===== src/rtl/xlate_pkg.sv =====
// Shared widths and walk state encoding for the page translator.
// Assumes a 32-bit virtual address split into two 10-bit indices and a 12-bit offset.
package xlate_pkg;
    localparam int VA_W   = 32;
    localparam int OFF_W  = 12;
    localparam int IDX_W  = 10;
    localparam int VPN_W  = VA_W - OFF_W;
    localparam int PFN_W  = VPN_W;
    localparam int LEN_W  = IDX_W + 1;

    typedef enum logic [1:0] {
        ST_IDLE  = 2'd0,
        ST_OUTER = 2'd1,
        ST_INNER = 2'd2
    } walk_state_t;
endpackage


===== src/rtl/xlate_tlb.sv =====
// Fully associative translation cache with round-robin refill.
// Assumes no refill installs a page already present; flush wins over a refill in the same cycle.
module xlate_tlb #(
    parameter int ENTRIES = 8,
    parameter int VPN_W   = 20,
    parameter int PFN_W   = 20
) (
    input  logic             clk,
    input  logic             rst_n,
    input  logic [VPN_W-1:0] lookup_vpn,
    output logic             hit,
    output logic [PFN_W-1:0] hit_pfn,
    input  logic             fill_en,
    input  logic [VPN_W-1:0] fill_vpn,
    input  logic [PFN_W-1:0] fill_pfn,
    input  logic             flush
);
    localparam int PTR_W = (ENTRIES > 1) ? $clog2(ENTRIES) : 1;

    logic [ENTRIES-1:0] valid_q;
    logic [VPN_W-1:0]   vpn_q [ENTRIES];
    logic [PFN_W-1:0]   pfn_q [ENTRIES];
    logic [ENTRIES-1:0] match_vec;
    logic [PTR_W-1:0]   ptr_q;

    // Parallel compare of the looked-up page against every slot.
    for (genvar g = 0; g < ENTRIES; g++) begin : g_cmp
        assign match_vec[g] = valid_q[g] && (vpn_q[g] == lookup_vpn);
    end

    assign hit = |match_vec;

    // Select the frame of the matching slot (at most one matches).
    always_comb begin
        hit_pfn = '0;
        for (int i = 0; i < ENTRIES; i++) begin
            if (match_vec[i]) hit_pfn = hit_pfn | pfn_q[i];
        end
    end

    // Slot valid flags, contents and round-robin pointer.
    always_ff @(posedge clk) begin
        if (!rst_n) begin
            valid_q <= '0;
            ptr_q   <= '0;
            for (int i = 0; i < ENTRIES; i++) begin
                vpn_q[i] <= '0;
                pfn_q[i] <= '0;
            end
        end else if (flush) begin
            valid_q <= '0;
        end else if (fill_en) begin
            valid_q[ptr_q] <= 1'b1;
            vpn_q[ptr_q]   <= fill_vpn;
            pfn_q[ptr_q]   <= fill_pfn;
            ptr_q          <= (ptr_q == PTR_W'(ENTRIES - 1)) ? '0 : ptr_q + 1'b1;
        end
    end
endmodule


===== src/rtl/xlate_walk.sv =====
// Request sequencer: bound check, cache-hit response and two-step table walk.
// Assumes memory answers a held read with a one-cycle rvalid pulse and that
// base and length stay fixed during a walk.
module xlate_walk
    import xlate_pkg::*;
(
    input  logic             clk,
    input  logic             rst_n,
    input  logic             req_valid,
    output logic             req_ready,
    input  logic [VA_W-1:0]  req_vaddr,
    input  logic [VA_W-1:0]  base_addr,
    input  logic [LEN_W-1:0] tbl_len,
    input  logic             hit,
    input  logic [PFN_W-1:0] hit_pfn,
    output logic             resp_valid,
    output logic [VA_W-1:0]  resp_paddr,
    output logic             resp_fault,
    output logic             mem_req_valid,
    output logic [VA_W-1:0]  mem_req_addr,
    input  logic             mem_rvalid,
    input  logic [VA_W-1:0]  mem_rdata,
    output logic             fill_en,
    output logic [VPN_W-1:0] fill_vpn,
    output logic [PFN_W-1:0] fill_pfn
);
    walk_state_t     state_q;
    logic [VA_W-1:0] va_q;
    logic [VA_W-1:0] inner_base_q;
    logic            accept;
    logic            out_of_range;
    logic            entry_ok;
    logic            unused_rdata;

    assign req_ready    = (state_q == ST_IDLE);
    assign accept       = req_valid && req_ready;
    assign out_of_range = {1'b0, req_vaddr[VA_W-1 -: IDX_W]} >= tbl_len;
    assign entry_ok     = mem_rdata[0];
    assign unused_rdata = ^mem_rdata[OFF_W-1:1];

    // Table read request is held for the whole outer or inner step.
    assign mem_req_valid = (state_q != ST_IDLE);
    always_comb begin
        if (state_q == ST_OUTER)
            mem_req_addr = base_addr + {{(VA_W-IDX_W-2){1'b0}}, va_q[VA_W-1 -: IDX_W], 2'b00};
        else
            mem_req_addr = inner_base_q + {{(VA_W-IDX_W-2){1'b0}}, va_q[OFF_W +: IDX_W], 2'b00};
    end

    // Refill only on a present inner entry.
    assign fill_en  = (state_q == ST_INNER) && mem_rvalid && entry_ok;
    assign fill_vpn = va_q[VA_W-1:OFF_W];
    assign fill_pfn = mem_rdata[VA_W-1:OFF_W];

    // Walk state machine and registered response.
    always_ff @(posedge clk) begin
        if (!rst_n) begin
            state_q      <= ST_IDLE;
            va_q         <= '0;
            inner_base_q <= '0;
            resp_valid   <= 1'b0;
            resp_paddr   <= '0;
            resp_fault   <= 1'b0;
        end else begin
            resp_valid <= 1'b0;
            case (state_q)
                ST_IDLE: begin
                    if (accept) begin
                        if (out_of_range) begin
                            resp_valid <= 1'b1;
                            resp_fault <= 1'b1;
                            resp_paddr <= '0;
                        end else if (hit) begin
                            resp_valid <= 1'b1;
                            resp_fault <= 1'b0;
                            resp_paddr <= {hit_pfn, req_vaddr[OFF_W-1:0]};
                        end else begin
                            va_q    <= req_vaddr;
                            state_q <= ST_OUTER;
                        end
                    end
                end
                ST_OUTER: begin
                    if (mem_rvalid) begin
                        if (!entry_ok) begin
                            resp_valid <= 1'b1;
                            resp_fault <= 1'b1;
                            resp_paddr <= '0;
                            state_q    <= ST_IDLE;
                        end else begin
                            inner_base_q <= {mem_rdata[VA_W-1:OFF_W], {OFF_W{1'b0}}};
                            state_q      <= ST_INNER;
                        end
                    end
                end
                ST_INNER: begin
                    if (mem_rvalid) begin
                        resp_valid <= 1'b1;
                        resp_fault <= !entry_ok;
                        resp_paddr <= entry_ok ? {mem_rdata[VA_W-1:OFF_W], va_q[OFF_W-1:0]} : '0;
                        state_q    <= ST_IDLE;
                    end
                end
                default: state_q <= ST_IDLE;
            endcase
        end
    end
endmodule


===== src/rtl/pt_xlate.sv =====
// Top of the page translator: base register, translation cache and walk sequencer.
// Assumes one request in flight; a base write doubles as a cache flush.
module pt_xlate
    import xlate_pkg::*;
#(
    parameter int TLB_ENTRIES = 8
) (
    input  logic             clk,
    input  logic             rst_n,
    input  logic             req_valid,
    output logic             req_ready,
    input  logic [VA_W-1:0]  req_vaddr,
    input  logic             base_we,
    input  logic [VA_W-1:0]  base_wdata,
    input  logic [LEN_W-1:0] tbl_len,
    input  logic             flush,
    output logic             resp_valid,
    output logic [VA_W-1:0]  resp_paddr,
    output logic             resp_fault,
    output logic             mem_req_valid,
    output logic [VA_W-1:0]  mem_req_addr,
    input  logic             mem_rvalid,
    input  logic [VA_W-1:0]  mem_rdata
);
    logic [VA_W-1:0]  base_q;
    logic             lookup_hit;
    logic [PFN_W-1:0] lookup_pfn;
    logic             fill_en;
    logic [VPN_W-1:0] fill_vpn;
    logic [PFN_W-1:0] fill_pfn;

    // Outer-table base register.
    always_ff @(posedge clk) begin
        if (!rst_n)       base_q <= '0;
        else if (base_we) base_q <= base_wdata;
    end

    xlate_tlb #(
        .ENTRIES (TLB_ENTRIES),
        .VPN_W   (VPN_W),
        .PFN_W   (PFN_W)
    ) u_tlb (
        .clk        (clk),
        .rst_n      (rst_n),
        .lookup_vpn (req_vaddr[VA_W-1:OFF_W]),
        .hit        (lookup_hit),
        .hit_pfn    (lookup_pfn),
        .fill_en    (fill_en),
        .fill_vpn   (fill_vpn),
        .fill_pfn   (fill_pfn),
        .flush      (flush || base_we)
    );

    xlate_walk u_walk (
        .clk           (clk),
        .rst_n         (rst_n),
        .req_valid     (req_valid),
        .req_ready     (req_ready),
        .req_vaddr     (req_vaddr),
        .base_addr     (base_q),
        .tbl_len       (tbl_len),
        .hit           (lookup_hit),
        .hit_pfn       (lookup_pfn),
        .resp_valid    (resp_valid),
        .resp_paddr    (resp_paddr),
        .resp_fault    (resp_fault),
        .mem_req_valid (mem_req_valid),
        .mem_req_addr  (mem_req_addr),
        .mem_rvalid    (mem_rvalid),
        .mem_rdata     (mem_rdata),
        .fill_en       (fill_en),
        .fill_vpn      (fill_vpn),
        .fill_pfn      (fill_pfn)
    );
endmodule


===== config.mk =====
export PLATFORM = sky130hd
export DESIGN_NAME = pt_xlate
export DESIGN_NICKNAME = d
export VERILOG_FILES = /design/src/rtl/xlate_pkg.sv /design/src/rtl/xlate_tlb.sv /design/src/rtl/xlate_walk.sv /design/src/rtl/pt_xlate.sv
export SDC_FILE = /design/constraint.sdc
export NUM_CORES = 1
export LEC_CHECK = 0
export BUFFER_PORTS_ARGS = -buffer_cell sky130_fd_sc_hd__buf_2
export CAP_MARGIN = 10
export CORE_UTILIZATION = 32
export DETAILED_ROUTE_END_ITERATION = 10
export HOLD_SLACK_MARGIN = 0.15
export PLACE_DENSITY = 0.58
export RECOVER_POWER = 25
export SLEW_MARGIN = 20
export SYNTH_ARGS = -nofsm -noshare
export SYNTH_HDL_FRONTEND = slang
export SYNTH_SLANG_ARGS = --single-unit
export TNS_END_PERCENT = 20

===== constraint.sdc =====
create_clock -name clk -period 16 [get_ports clk]
set_input_delay 3.2 -clock clk [delete_from_list [all_inputs] [get_ports clk]]
set_output_delay 3.2 -clock clk [all_outputs]
set_load 0.05 [all_outputs]

; After elaboration in Yosys (flattened, before gate mapping)
; Memory sizes are Yosys's and may differ from the RTL's.
; Index checks and enable logic that the tools add are counted.
[classes]
n_eq_ne = 18
addsub = 3
n_lt_le_gt_ge = 3
n_mux = 52
bitwise = 12
reduce_logical = 26
[ops]
columns = cell, n
row1 = two-way mux 32 bit, 8
row2 = two-way mux 20 bit, 10
row3 = == test 20 bit, 8
row4 = bitwise OR 20 bit, 7
row5 = one-hot mux 32 bit (3 select lines), 1
row6 = adder 32 x 12 -> 32 bit, 2
row7 = OR reduction 20 bit, 2
row8 = two-way mux 1 bit, 20
row9 = logical AND 1 bit, 12
row10 = two-way mux 2 bit, 6
row11 = "!= test 2 bit, second input constant", 6
row12 = greater-or-equal comparator 10 x 11 -> 1 bit, 1
row13 = two-way mux 3 bit, 3
row14 = bitwise OR 8 bit, 1
row15 = OR reduction 8 bit, 1
row16 = one-hot mux 1 bit (3 select lines), 2
row17 = one-hot mux 2 bit (3 select lines), 1
row18 = AND reduction 6 bit, 1
row19 = AND reduction 5 bit, 1
row20 = "less-than comparator 3 x 4 -> 1 bit, second input constant", 1
row21 = NOT 1 bit, 4
row22 = AND reduction 4 bit, 1
row23 = "adder 3 x 1 -> 3 bit, second input constant", 1
row24 = demux 1 bit (select 3 bit), 1
row25 = 13 further kinds, 13
[totals]
ram_bits = 320
out_inout_bits = 68
memories = 2
regBits = 131
[memory_table]
columns = name, depth, width, rd, rd_clocked_by_memory_dff, wr, line_no
row1 = u_tlb.pfn_q, 8, 20, 8, 0, 8, xlate_tlb.sv:22  ; logic [PFN_W-1:0] pfn_q [ENTRIES];
row2 = u_tlb.vpn_q, 8, 20, 8, 0, 8, xlate_tlb.sv:21  ; logic [VPN_W-1:0] vpn_q [ENTRIES];

; Depth between registers and ports, before layout
; An unclocked memory read counts as a cell.
[logic_depth]
depth_word = 22
depth_mapped = 13
mapped_depth_nobuf = 11

; Hierarchy
; Synthesis repeated with hierarchy kept, for this count alone.
[unflattened]
hier_cells = 2034
hier_area_um2 = 22884.4
[by_module_without_submodules]
columns = mod, area_per_inst_um2, instances, cells_per_inst, seq_area_each_um2
row1 = xlate_tlb, 16305.6, 1, 1276, 9829.4
row2 = xlate_walk, 5328.9, 1, 654, 1761.7
row3 = pt_xlate, 1249.9, 1, 104, 640.6

; Worst setup path before layout
; No wires, ideal clock.
[synth_timing]
kind = input -> register
from = in base_we
to = mem u_tlb.pfn_q[7][0] (enable)
t_required_ns = 15.507
path_stages = 6
setup_slack_ns = 8.542
arrival_time_ns = 6.965
cell_sequence = clkbuf_1 nor2_1 and2_1 clkbuf_1 nand3_1 o21ai_0
[synth_lines]
columns = element, line_no
row1 = start: declaration, pt_xlate.sv:13  ; input logic base_we,
row2 = end: declaration, xlate_tlb.sv:22

==> impl_metrics.env <==
export IMPL_portBuffers=169
export IMPL_violations="max-capacitance violations, max-slew violations"
export IMPL_startpoint="base_we"
export IMPL_final_cells=3090
export IMPL_start_kind="primary input"
export IMPL_num_vias=16500
export IMPL_dr_pass1_iters=5
export IMPL_cts_setup_buffers=0
export IMPL_ys_flop_type="edfxtp_1"
export IMPL_die_h_um=267
export IMPL_finalCriticalPeriod_ns=7.76
export IMPL_antenna_found_initial=11
export IMPL_row_count=96
export IMPL_antenna_left=0
export IMPL_path_clk_slew_ns=0.06
export IMPL_place_inst=3001
export IMPL_cp_num_buf_inv=3
export IMPL_critPathKind="in2reg"
export IMPL_root_buffer="clkbuf_16"
export IMPL_drt_initial_drc_count=1361
export IMPL_cp_required_ns=16.21
export IMPL_arrival_ns=7.98
export IMPL_r2r_slack_ns=11.73
export IMPL_worstPathMaxFanout=40
export IMPL_synth_most_common_cell="edfxtp_1"
export IMPL_min_path_cells=1
export IMPL_io_pins=181
export IMPL_leakagePower_nw=9.77
export IMPL_ys_seq_area_share_pct=54.6
export IMPL_crit_cells=8
export IMPL_powerDensity_nw_per_um2=110
export IMPL_dr_max_layer_used="met5"
export IMPL_synth_area_leaders="edfxtp_1 (43%), dfxtp_1 (12%), and2_1 (7.9%), xor2_1 (6.2%), nand4_1 (4.2%)"
export IMPL_rsz0062_at_grt="false"
export IMPL_postCtsHoldBufs=0
export IMPL_status="finished, violations left"
export IMPL_start_util_pct=32.5
export IMPL_syn_area_um2=22400
export IMPL_ys_types=55
export IMPL_clk_latency_ns=0.60
export IMPL_hold_path_class="reg2reg"
export IMPL_drt_met1_wl_um=29400
export IMPL_syn2layout_area_growth_pct=14.0
export IMPL_drive_gt1_share_pct=12.9
export IMPL_fmax_mhz=129
export IMPL_postCtsResizedCells=0
export IMPL_worstHoldStart="u_tlb.valid_q[3]$_SDFFE_PP0P_"
export IMPL_cts_tree="built"
export IMPL_grt_first_pass_wirelength_um=103000
export IMPL_cts_buffers=47
export IMPL_via_per_inst=5.33
export IMPL_synth_top_cell_area_share_pct=42.9
export IMPL_grt_usage_pct=19.2
export IMPL_synth_common_cells="edfxtp_1 (320), and2_1 (284), xor2_1 (158)"
export IMPL_cp_top_family="simple AND/OR/NAND/NOR gates"
export IMPL_crit_slowest_cell="nor4b_2"
export IMPL_slew_headroom_pct=-66.4
export IMPL_die_x_um=267
export IMPL_cts_max_level=2
export IMPL_yosys_area_top_type="edfxtp_1"
export IMPL_cts_buffer_depth=3
export IMPL_critPathMaxStageDelay_ns=0.97
export IMPL_finalHoldViolCount=0
export IMPL_core_um2=68900
export IMPL_synth_area_per_cell_um2=11.0
export IMPL_nets=2259
export IMPL_syn_num_nets=2174
export IMPL_r2r_cells=9
export IMPL_met3_length_um=6100
export IMPL_gp_congestion=0.834
export IMPL_ys_async_sr_fraction_pct=0
export IMPL_drv_cap=5
export IMPL_skew_ns=0.0235
export IMPL_ir_drop_uv=90.3
export IMPL_drv_slew=203
export IMPL_tns_ns=0
export IMPL_yosysWarnings=0
export IMPL_totalWireLength_um=69800
export IMPL_synth_seq_cells=451
export IMPL_grt_start_max_net_pins=96
export IMPL_synth_edf_count=320
export IMPL_synth_cells=2034
export IMPL_crit_path_end_kind="flip-flop"
export IMPL_grt_pass1_vias=16100
export IMPL_cts_sinks=451
export IMPL_reg2reg_from="u_tlb.vpn_q[0][8]$_SDFFCE_PN0P_"
export IMPL_wl_per_cell_um=22.6
export IMPL_timing_final_crit_share_pct=48.5
export IMPL_wl_met2_um=32800
export IMPL_overflow=0
export IMPL_die_area_um2=71100
export IMPL_drc_errors=0
export IMPL_tightest_slew_ns=2.50
export IMPL_fillerInstances=6793
export IMPL_setup_violations=0
export IMPL_place_hpwl_um=45900
export IMPL_crit_chain="buf_2, clkbuf_1, nor2_1, and2_0, nand2_1, nor4b_2, buf_4, nand2b_4"
-- state kept, by name (all words and copies together) (netlist names), 2 cells and up --
name	count
u_tlb.valid_q	8
u_tlb.pfn_q	160
u_walk.inner_base_q	20
u_tlb.vpn_q	160
u_walk.state_q	2
u_walk.resp_paddr	32
u_tlb.ptr_q	3
u_walk.va_q	32
base_q	32
-- area by class of cell --
cell class | instances | area [um2] | share of cell area [%]
antenna | 1 | 2.50 | 0.00979
clock buffer | 72 | 1370 | 5.37
clock inverter | 16 | 98.8 | 0.387
inverter | 26 | 97.6 | 0.382
multi-input combinational | 1381 | 9490 | 37.1
sequential | 451 | 12200 | 47.9
tap | 931 | 1160 | 4.56
timing repair buffer | 212 | 1100 | 4.31
-- worst paths after layout --
check / to
worst max-delay path: u_tlb.vpn_q[6][14]$_SDFFCE_PN0P_
worst max register to register: u_walk.resp_fault$_SDFFE_PN0P_
worst min-delay path: u_tlb.valid_q[3]$_SDFFE_PP0P_
worst min register to register: u_tlb.valid_q[3]$_SDFFE_PP0P_
-- per-layer routing --
metal,global-route usage (%),up-vias
met1,25.2,8156
met4,5.22,10
met5,0,-
met3,4.83,96
met2,31.3,639
li1,-,7555
-- kinds of logic (layout without fill, tap and decap cells) --
group | after synthesis | after routing | synth area share [%]
AND/OR/NAND/NOR | 852 | 852 | 21.5
flip-flops | 451 | 451 | 54.6
AO/OA/AOI/OAI | 243 | 243 | 7.87
buffers and inverters | 202 | 326 | 3.92
XOR/XNOR | 185 | 185 | 7.23
multiplexers | 74 | 74 | 3.35
adder cells (fa/ha/maj) | 27 | 27 | 1.54
other | 0 | 1 | 0
-- worst register-to-register path, cell delays in order, from the launching register on --
cell      delay, ns
edfxtp_1       0.38
xor2_1         0.16
nor4_1         0.38
nand4_1        0.89
o22a_1         0.51
o221ai_1       0.21
or4_1          0.62
buf_4          0.37
and2_4         0.47
o21ai_1        0.15
-- stage by stage --
step | utilization [%] | setup WS [ns] | hold WS (ns) | instance area [um2] | total power, mW
final | 37.1 | 8.24 | 0.456 | 25600 | 2.81
after floorplan | - | 8.54 | 0.420 | 22400 | 1.63
after global routing | 37.1 | 7.95 | 0.477 | 25600 | 2.90
after detailed placement | 35.0 | 8.54 | 0.443 | 24100 | 1.77
after global placement | 35.0 | 8.47 | 0.432 | 24100 | 1.76
after CTS | 37.1 | 8.61 | 0.458 | 25600 | 2.83
-- placed cells by master (no fill, tap or decap), types with 58 or more instances in the layout --
cell type  instances
clkbuf_1          58
o22ai_1           60
nand4_1          151
nand2_1          148
and2_1           252
edfxtp_1         320
xor2_1           158
mux2i_1           65
buf_2            133
dfxtp_1          131
-- report_power, final --
group          switching [mW]  internal, mW
Sequential             0.0468          1.31
Clock                   0.474         0.592
Combinational           0.285         0.102
Total                   0.806          2.00
Note: power is estimated with default switching activity, not from simulation.
